===== src/rtl/pwr_i2c_pkg.sv =====
package pwr_i2c_pkg;

    typedef enum logic [2:0] {
        ST_IDLE,
        ST_ADDR,
        ST_ADDR_ACK,
        ST_WR,
        ST_WR_ACK,
        ST_RD,
        ST_RD_ACK
    } fe_state_t;

    localparam int          BYTE_W    = 8;
    localparam logic [7:0]  REG_RST1  = 8'h70;
    localparam logic [7:0]  REG_RST2  = 8'h11;
    localparam logic [7:0]  REG_MMC   = 8'h12;
    localparam logic [7:0]  REG_CAM   = 8'h31;
    localparam logic [7:0]  ARM_VALUE = 8'h01;

endpackage


===== src/rtl/pwr_i2c_sync.sv =====
module pwr_i2c_sync #(
    parameter int STAGES = 2
) (
    input  logic clk,
    input  logic rst_n,
    input  logic scl_in,
    input  logic sda_in,
    output logic sda_s,
    output logic scl_rise,
    output logic scl_fall,
    output logic start_det,
    output logic stop_det
);

    typedef struct packed {
        logic [STAGES-1:0] scl_pipe;
        logic [STAGES-1:0] sda_pipe;
        logic              scl_prev;
        logic              sda_prev;
    } sync_t;

    sync_t q, d;
    logic  scl_now;

    assign scl_now = q.scl_pipe[STAGES-1];
    assign sda_s   = q.sda_pipe[STAGES-1];

    always_comb begin
        d          = q;
        d.scl_pipe = {q.scl_pipe[STAGES-2:0], scl_in};
        d.sda_pipe = {q.sda_pipe[STAGES-2:0], sda_in};
        d.scl_prev = scl_now;
        d.sda_prev = sda_s;
    end

    always_ff @(posedge clk or negedge rst_n) begin
        if (!rst_n) q <= '1;
        else        q <= d;
    end

    assign scl_rise  = scl_now & ~q.scl_prev;
    assign scl_fall  = ~scl_now & q.scl_prev;
    assign start_det = scl_now & q.scl_prev & q.sda_prev & ~sda_s;
    assign stop_det  = scl_now & q.scl_prev & ~q.sda_prev & sda_s;

endmodule


===== src/rtl/pwr_i2c_frontend.sv =====
module pwr_i2c_frontend
    import pwr_i2c_pkg::*;
#(
    parameter logic [6:0] DEV_ADDR = 7'h3D
) (
    input  logic              clk,
    input  logic              rst_n,
    input  logic              sda_s,
    input  logic              scl_rise,
    input  logic              scl_fall,
    input  logic              start_det,
    input  logic              stop_det,
    input  logic [BYTE_W-1:0] rd_data,
    output logic              sda_oe,
    output logic              byte_stb,
    output logic              byte_is_ptr,
    output logic [BYTE_W-1:0] byte_val,
    output logic              rd_adv
);

    localparam logic [3:0] BITS_FULL = 4'(BYTE_W);
    localparam logic [3:0] BITS_LAST = 4'(BYTE_W - 1);

    typedef struct packed {
        fe_state_t         st;
        logic [BYTE_W-1:0] sh;
        logic [3:0]        cnt;
        logic              rw;
        logic              first;
        logic              nack;
        logic              stb;
        logic              is_ptr;
        logic              adv;
    } fe_t;

    fe_t q, d;

    always_comb begin
        d     = q;
        d.stb = 1'b0;
        d.adv = 1'b0;
        if (start_det) begin
            d.st  = ST_ADDR;
            d.cnt = '0;
        end else if (stop_det) begin
            d.st = ST_IDLE;
        end else begin
            case (q.st)
                ST_ADDR, ST_WR: begin
                    if (scl_rise) begin
                        d.sh  = {q.sh[BYTE_W-2:0], sda_s};
                        d.cnt = q.cnt + 4'd1;
                    end else if (scl_fall && q.cnt == BITS_FULL) begin
                        if (q.st == ST_ADDR) begin
                            if (q.sh[7:1] == DEV_ADDR) begin
                                d.st    = ST_ADDR_ACK;
                                d.rw    = q.sh[0];
                                d.first = 1'b1;
                            end else begin
                                d.st = ST_IDLE;
                            end
                        end else begin
                            d.st     = ST_WR_ACK;
                            d.stb    = 1'b1;
                            d.is_ptr = q.first;
                            d.first  = 1'b0;
                        end
                    end
                end
                ST_ADDR_ACK: begin
                    if (scl_fall) begin
                        d.cnt = '0;
                        if (q.rw) begin
                            d.st = ST_RD;
                            d.sh = rd_data;
                        end else begin
                            d.st = ST_WR;
                        end
                    end
                end
                ST_WR_ACK: begin
                    if (scl_fall) begin
                        d.st  = ST_WR;
                        d.cnt = '0;
                    end
                end
                ST_RD: begin
                    if (scl_fall) begin
                        if (q.cnt == BITS_LAST) begin
                            d.st  = ST_RD_ACK;
                            d.adv = 1'b1;
                        end else begin
                            d.sh  = {q.sh[BYTE_W-2:0], 1'b0};
                            d.cnt = q.cnt + 4'd1;
                        end
                    end
                end
                ST_RD_ACK: begin
                    if (scl_rise) d.nack = sda_s;
                    if (scl_fall) begin
                        if (q.nack) begin
                            d.st = ST_IDLE;
                        end else begin
                            d.st  = ST_RD;
                            d.sh  = rd_data;
                            d.cnt = '0;
                        end
                    end
                end
                default: d.st = ST_IDLE;
            endcase
        end
    end

    always_ff @(posedge clk or negedge rst_n) begin
        if (!rst_n) q <= '{st: ST_IDLE, default: '0};
        else        q <= d;
    end

    always_comb begin
        case (q.st)
            ST_ADDR_ACK, ST_WR_ACK: sda_oe = 1'b1;
            ST_RD:                  sda_oe = ~q.sh[BYTE_W-1];
            default:                sda_oe = 1'b0;
        endcase
    end

    assign byte_stb    = q.stb;
    assign byte_is_ptr = q.is_ptr;
    assign byte_val    = q.sh;
    assign rd_adv      = q.adv;

    // a stop always lets go of the data line on the next clock
    p_release_on_stop_r11: assert property (@(posedge clk) disable iff (!rst_n)
        stop_det && !start_det |=> !sda_oe);

endmodule


===== src/rtl/pwr_i2c_regs.sv =====
module pwr_i2c_regs
    import pwr_i2c_pkg::*;
(
    input  logic              clk,
    input  logic              rst_n,
    input  logic              wr_stb,
    input  logic              wr_is_ptr,
    input  logic [BYTE_W-1:0] wr_data,
    input  logic              rd_adv,
    output logic [BYTE_W-1:0] rd_data,
    output logic              mmc_pwr_en,
    output logic              cam0_pwr_en,
    output logic              cam1_pwr_en,
    output logic              pwr_cycle
);

    typedef struct packed {
        logic [BYTE_W-1:0] ptr;
        logic [BYTE_W-1:0] rst1;
        logic [BYTE_W-1:0] rst2;
        logic [BYTE_W-1:0] mmc;
        logic [BYTE_W-1:0] cam;
        logic              armed;
        logic              pulse;
    } regs_t;

    regs_t q, d;

    always_comb begin
        d       = q;
        d.pulse = 1'b0;
        if (wr_stb) begin
            if (wr_is_ptr) begin
                d.ptr = wr_data;
            end else begin
                d.ptr = q.ptr + 1'b1;
                case (q.ptr)
                    REG_RST1: d.rst1 = wr_data;
                    REG_RST2: d.rst2 = wr_data;
                    REG_MMC:  d.mmc  = wr_data;
                    REG_CAM:  d.cam  = wr_data;
                    default:  ;
                endcase
                if (q.ptr == REG_RST1 && wr_data == ARM_VALUE) begin
                    d.armed = 1'b1;
                end else if (q.ptr == REG_RST2 && wr_data == ARM_VALUE && q.armed) begin
                    d.pulse = 1'b1;
                    d.armed = 1'b0;
                    d.rst1  = '0;
                    d.rst2  = '0;
                    d.mmc   = '0;
                    d.cam   = '0;
                end else begin
                    d.armed = 1'b0;
                end
            end
        end else if (rd_adv) begin
            d.ptr = q.ptr + 1'b1;
        end
    end

    always_ff @(posedge clk or negedge rst_n) begin
        if (!rst_n) q <= '0;
        else        q <= d;
    end

    always_comb begin
        case (q.ptr)
            REG_RST1: rd_data = q.rst1;
            REG_RST2: rd_data = q.rst2;
            REG_MMC:  rd_data = q.mmc;
            REG_CAM:  rd_data = q.cam;
            default:  rd_data = '0;
        endcase
    end

    assign mmc_pwr_en  = ~q.mmc[0];
    assign cam0_pwr_en = (q.cam == 8'd1);
    assign cam1_pwr_en = (q.cam == 8'd2);
    assign pwr_cycle   = q.pulse;

    // the request never lasts longer than one clock
    p_pulse_single_r8: assert property (@(posedge clk) disable iff (!rst_n)
        pwr_cycle |=> !pwr_cycle);

    // a request is only possible from the armed state
    p_pulse_needs_arm_r9: assert property (@(posedge clk) disable iff (!rst_n)
        pwr_cycle |-> $past(q.armed));

    // supplies are at reset levels while the request is high
    p_wipe_on_pulse_r10: assert property (@(posedge clk) disable iff (!rst_n)
        pwr_cycle |-> (mmc_pwr_en && !cam0_pwr_en && !cam1_pwr_en && !q.armed));

endmodule


===== src/rtl/pwr_i2c_ctrl.sv =====
module pwr_i2c_ctrl
    import pwr_i2c_pkg::*;
#(
    parameter logic [6:0] DEV_ADDR    = 7'h3D,
    parameter int         SYNC_STAGES = 2
) (
    input  logic clk,
    input  logic rst_n,
    input  logic scl_in,
    input  logic sda_in,
    output logic sda_oe,
    output logic mmc_pwr_en,
    output logic cam0_pwr_en,
    output logic cam1_pwr_en,
    output logic pwr_cycle
);

    logic              sda_s;
    logic              scl_rise;
    logic              scl_fall;
    logic              start_det;
    logic              stop_det;
    logic              byte_stb;
    logic              byte_is_ptr;
    logic [BYTE_W-1:0] byte_val;
    logic              rd_adv;
    logic [BYTE_W-1:0] rd_data;

    pwr_i2c_sync #(.STAGES(SYNC_STAGES)) u_sync (
        .clk       (clk),
        .rst_n     (rst_n),
        .scl_in    (scl_in),
        .sda_in    (sda_in),
        .sda_s     (sda_s),
        .scl_rise  (scl_rise),
        .scl_fall  (scl_fall),
        .start_det (start_det),
        .stop_det  (stop_det)
    );

    pwr_i2c_frontend #(.DEV_ADDR(DEV_ADDR)) u_fe (
        .clk         (clk),
        .rst_n       (rst_n),
        .sda_s       (sda_s),
        .scl_rise    (scl_rise),
        .scl_fall    (scl_fall),
        .start_det   (start_det),
        .stop_det    (stop_det),
        .rd_data     (rd_data),
        .sda_oe      (sda_oe),
        .byte_stb    (byte_stb),
        .byte_is_ptr (byte_is_ptr),
        .byte_val    (byte_val),
        .rd_adv      (rd_adv)
    );

    pwr_i2c_regs u_regs (
        .clk         (clk),
        .rst_n       (rst_n),
        .wr_stb      (byte_stb),
        .wr_is_ptr   (byte_is_ptr),
        .wr_data     (byte_val),
        .rd_adv      (rd_adv),
        .rd_data     (rd_data),
        .mmc_pwr_en  (mmc_pwr_en),
        .cam0_pwr_en (cam0_pwr_en),
        .cam1_pwr_en (cam1_pwr_en),
        .pwr_cycle   (pwr_cycle)
    );

endmodule


===== config.mk =====
export PLATFORM = sky130hd
export DESIGN_NAME = pwr_i2c_ctrl
export DESIGN_NICKNAME = d
export VERILOG_FILES = /design/src/rtl/pwr_i2c_pkg.sv /design/src/rtl/pwr_i2c_sync.sv /design/src/rtl/pwr_i2c_frontend.sv /design/src/rtl/pwr_i2c_regs.sv /design/src/rtl/pwr_i2c_ctrl.sv
export SDC_FILE = /design/constraint.sdc
export NUM_CORES = 1
export LEC_CHECK = 0
export BUFFER_PORTS_ARGS = -buffer_cell sky130_fd_sc_hd__buf_2
export CORE_MARGIN = 2
export CORE_UTILIZATION = 50
export CTS_CLUSTER_DIAMETER = 200
export CTS_CLUSTER_SIZE = 28
export DETAILED_ROUTE_END_ITERATION = 10
export GPL_TIMING_DRIVEN = 0
export PLACE_DENSITY = 0.66
export SYNTH_ARGS = -nofsm -noshare
export SYNTH_HDL_FRONTEND = slang
export SYNTH_SLANG_ARGS = --single-unit

===== constraint.sdc =====
create_clock -name clk -period 3 [get_ports clk]
set_clock_uncertainty 0.05 [all_clocks]
set_input_delay 0.45 -clock clk [delete_from_list [all_inputs] [get_ports clk]]
set_output_delay 0.45 -clock clk [all_outputs]
set_load 0.02 [all_outputs]

==> flow_metrics.py <==
metrics = {
    "grt": {
        "antenna_found_initial": 0,
        "grt_pass1_vias": 2859,
        "grtUsageTotal_pct": 22.7,
        "grt_start_max_net_pins": 70,
        "overflow": 0,
        "grt_pass1_wl_um": 14700,
    },
    "clock_tree": {
        "post-cts-setup-buffers": 1,
        "clk_latency_ns": 0.36,
        "clock_path_buffers": 2,
        "h-tree-depth": 3,
        "numCtsBuffers": 9,
        "cts_resized": 0,
        "cts_tree": "done",
        "cts_root_buf": "clkbuf_8",
        "clk_pin_slew_worst_paths_ns": 0.08,
        "hold_buffers": 0,
        "cts_sinks": 69,
    },
    "cells_and_area": {
        "final_cells": 508,
        "utilization_pct": 57.1,
        "final_common_cell": "dfrtp_1",
        "n_antenna_cell": 0,
        "layout_common_cells": "dfrtp_1 (63), nor2_1 (46), mux2i_1 (36), nand2_1 (26), a21oi_1 (20)",
        "drive_gt1_share_pct": 14.4,
        "num-nets-final": 414,
        "area_delta_synth_final_pct": 9.84,
    },
    "routing": {
        "post_drt_via_cell_ratio": 5.72,
        "routed_wl_um": 8680,
        "drc": 0,
        "wire_per_inst_um": 17.1,
        "routed-via-count": 2907,
        "drt_iter0_markers": 224,
        "drtAntennaViolNets": 0,
        "drtPass1Iterations": 4,
    },
    "yosys": {
        "yosys_warnings": 0,
        "synth_top_area_share_pct": 41.6,
        "seq_area_frac_synth_pct": 45.8,
        "yosysTopAreaCell": "dfrtp_1",
        "syn_area_per_cell_um2": 9.87,
        "synth.cell_area_um2": 3790,
        "ys_types": 56,
        "ys.flop_type": "dfrtp_1",
        "ys_seq_elements": 69,
        "synth_cells": 384,
        "synth_edf_count": 0,
        "synth_nets": 394,
        "yosys-top-cells-area": "dfrtp_1 (42%), mux2i_1 (9.5%), nor2_1 (4.6%)",
        "async_flop_share_pct": 100,
    },
    "sta": {
        "finalSetupViolations": 0,
        "fmaxAchievable_mhz": 358,
        "whs_ns": 0.137,
        "drv_slew": 0,
        "min_period_over_period_pct": 93.1,
        "rsz0062_at_grt": "no",
        "slew_headroom_pct": 18.6,
        "worstMarginPinSlew_ns": 1.22,
        "finalCriticalPeriod_ns": 2.79,
        "hold_viol": 0,
    },
    "setup_path": {
        "cp-startpoint": "u_regs.q[34]",
        "endpoint_kind": "flop",
        "reg2reg_from": "u_regs.q[34]",
        "cp_slowest_stage_delay_ns": 0.48,
        "critPathRequiredTime_ns": 3.18,
        "crit_path_cell_trace": "inv_1, ha_1, and4_1, buf_2, nand2_1, or3b_2, nor2_1, buf_2, nor2_1",
        "slowest_stage": "dfrtp_1",
        "cp_num_buf_inv": 3,
        "crit_type": "reg2reg",
        "critPathTopFamily": "simple AND/OR/NAND/NOR gates",
        "r2r_slack_ns": 0.21,
        "cp_max_fo": 10,
        "cp.arrival_ns": 2.97,
        "start_kind": "flop",
    },
    "placement": {
        "place_congestion": 0.838,
        "dp_cells": 491,
        "dp_hpwl_um": 5810,
        "io_buffers": 8,
    },
    "power": {
        "cellLeakagePower_nw": 1.80,
        "p_sw_mw": 0.651,
        "share_comb_of_total_power_pct": 15.8,
        "peakVddDrop_uv": 311,
        "seqPwrFrac_pct": 48.1,
        "swShare_pct": 30.4,
        "powerDensity_nw_per_um2": 515,
        "power_frac_clock_pct": 36.1,
        "p_int_mw": 1.49,
    },
    "run_status": {
        "status": "finished, final reports clean",
    },
    "die": {
        "core_um2": 7290,
        "num_io_pins": 9,
        "rows": 31,
        "die-height_um": 91.0,
        "start_util_pct": 52.0,
        "die_x_um": 91.0,
        "fp.dieArea_um2": 8290,
    },
    "min_path": {
        "min_path_type": "in2async",
    },
    "flow_run": {
        "max-cap-violations": 0,
    },
}
logic make-up (layout without fill, tap and decap cells):
group,Yosys count,after routing,share of synthesized area (%)
buffers and inverters,43,68,5.18
multiplexers,47,47,13.5
AO/OA/AOI/OAI,83,83,14.6
flip-flops,69,69,45.8
XOR/XNOR,9,9,2.08
AND/OR/NAND/NOR,127,127,16.9
adder cells (fa/ha/maj),6,6,1.98
cell usage after synthesis, types with 4 or more instances:
cell type	n
a21oi_1	20
a22oi_1	15
buf_1	5
buf_6	4
clkbuf_1	16
dfrtp_1	63
dfstp_2	6
ha_1	6
inv_1	14
mux2_2	4
mux2_4	7
mux2i_1	36
nand2_1	26
nand2b_1	4
nand3_1	9
nand4_1	4
nand4b_1	4
nor2_1	46
nor2b_1	4
nor3_1	5
o21ai_0	10
o22ai_1	13
o31ai_1	6
xor2_1	6
flip-flops by register name, indices dropped and copies added, names as in the netlist:
| register | flops |
|---|---|
| u_fe.byte_is_ptr | 1 |
| u_fe.byte_stb | 1 |
| u_fe.byte_val | 8 |
| u_fe.q | 10 |
| u_fe.rd_adv | 1 |
| u_regs.pwr_cycle | 1 |
| u_regs.q | 41 |
| u_sync.d | 3 |
| u_sync.q | 2 |
| u_sync.sda_s | 1 |
area by class of cell:
class,count,area (um2)
Inverter,14,52.6
Buffer,29,144
Timing Repair Buffer,9,50.0
Tap cell,99,124
Fill cell,684,3130
Multi-Input combinational cell,272,1860
Sequential cell,69,1730
Clock buffer,9,124
Clock inverter,7,75.1
worst paths after layout:
| path | cells past startpoint | endpoint |
|---|---|---|
| setup reg to reg | 9 | u_regs.q[26] |
| max in group asynchronous | 1 | u_regs.q[37] |
| min in group clk | 1 | u_sync.d[5] |
| hold / removal | 1 | u_regs.q[22] |
| setup / recovery | 9 | u_regs.q[26] |
| hold reg to reg | 0 | u_sync.sda_s |
through the flow:
stage | TNS [ns] | power, mW | area [um2] | worst slack, ns
6_report | 0 | 2.14 | 4160 | 0.207
4_1_cts | 0 | 2.15 | 4160 | 0.216
3_5_place_dp | -0.619 | 1.39 | 3960 | -0.0586
2_1_floorplan | 0 | 1.27 | 3790 | 0.560
5_1_grt | 0 | 2.24 | 4160 | 0.0258
3_3_place_gp | 0 | 1.38 | 3950 | 0.0281
power groups by stage:
stage	clock [mW]	sequential, mW	combinational (mW)
global route	0.818	1.04	0.378
global placement	0	1.05	0.332
finish	0.773	1.03	0.338
CTS	0.783	1.03	0.340
detailed placement	0	1.05	0.339
floorplan	0	1.04	0.228
per-layer routing:
metal,track usage [%],share of wire [%],vias to the layer above
met5,0,0,-
met1,33.2,50,1433
met3,3.98,3.8,14
met2,33.5,45,54
met4,9.09,1.9,0
li1,-,-,1406
(Power assumes the default switching activity.)
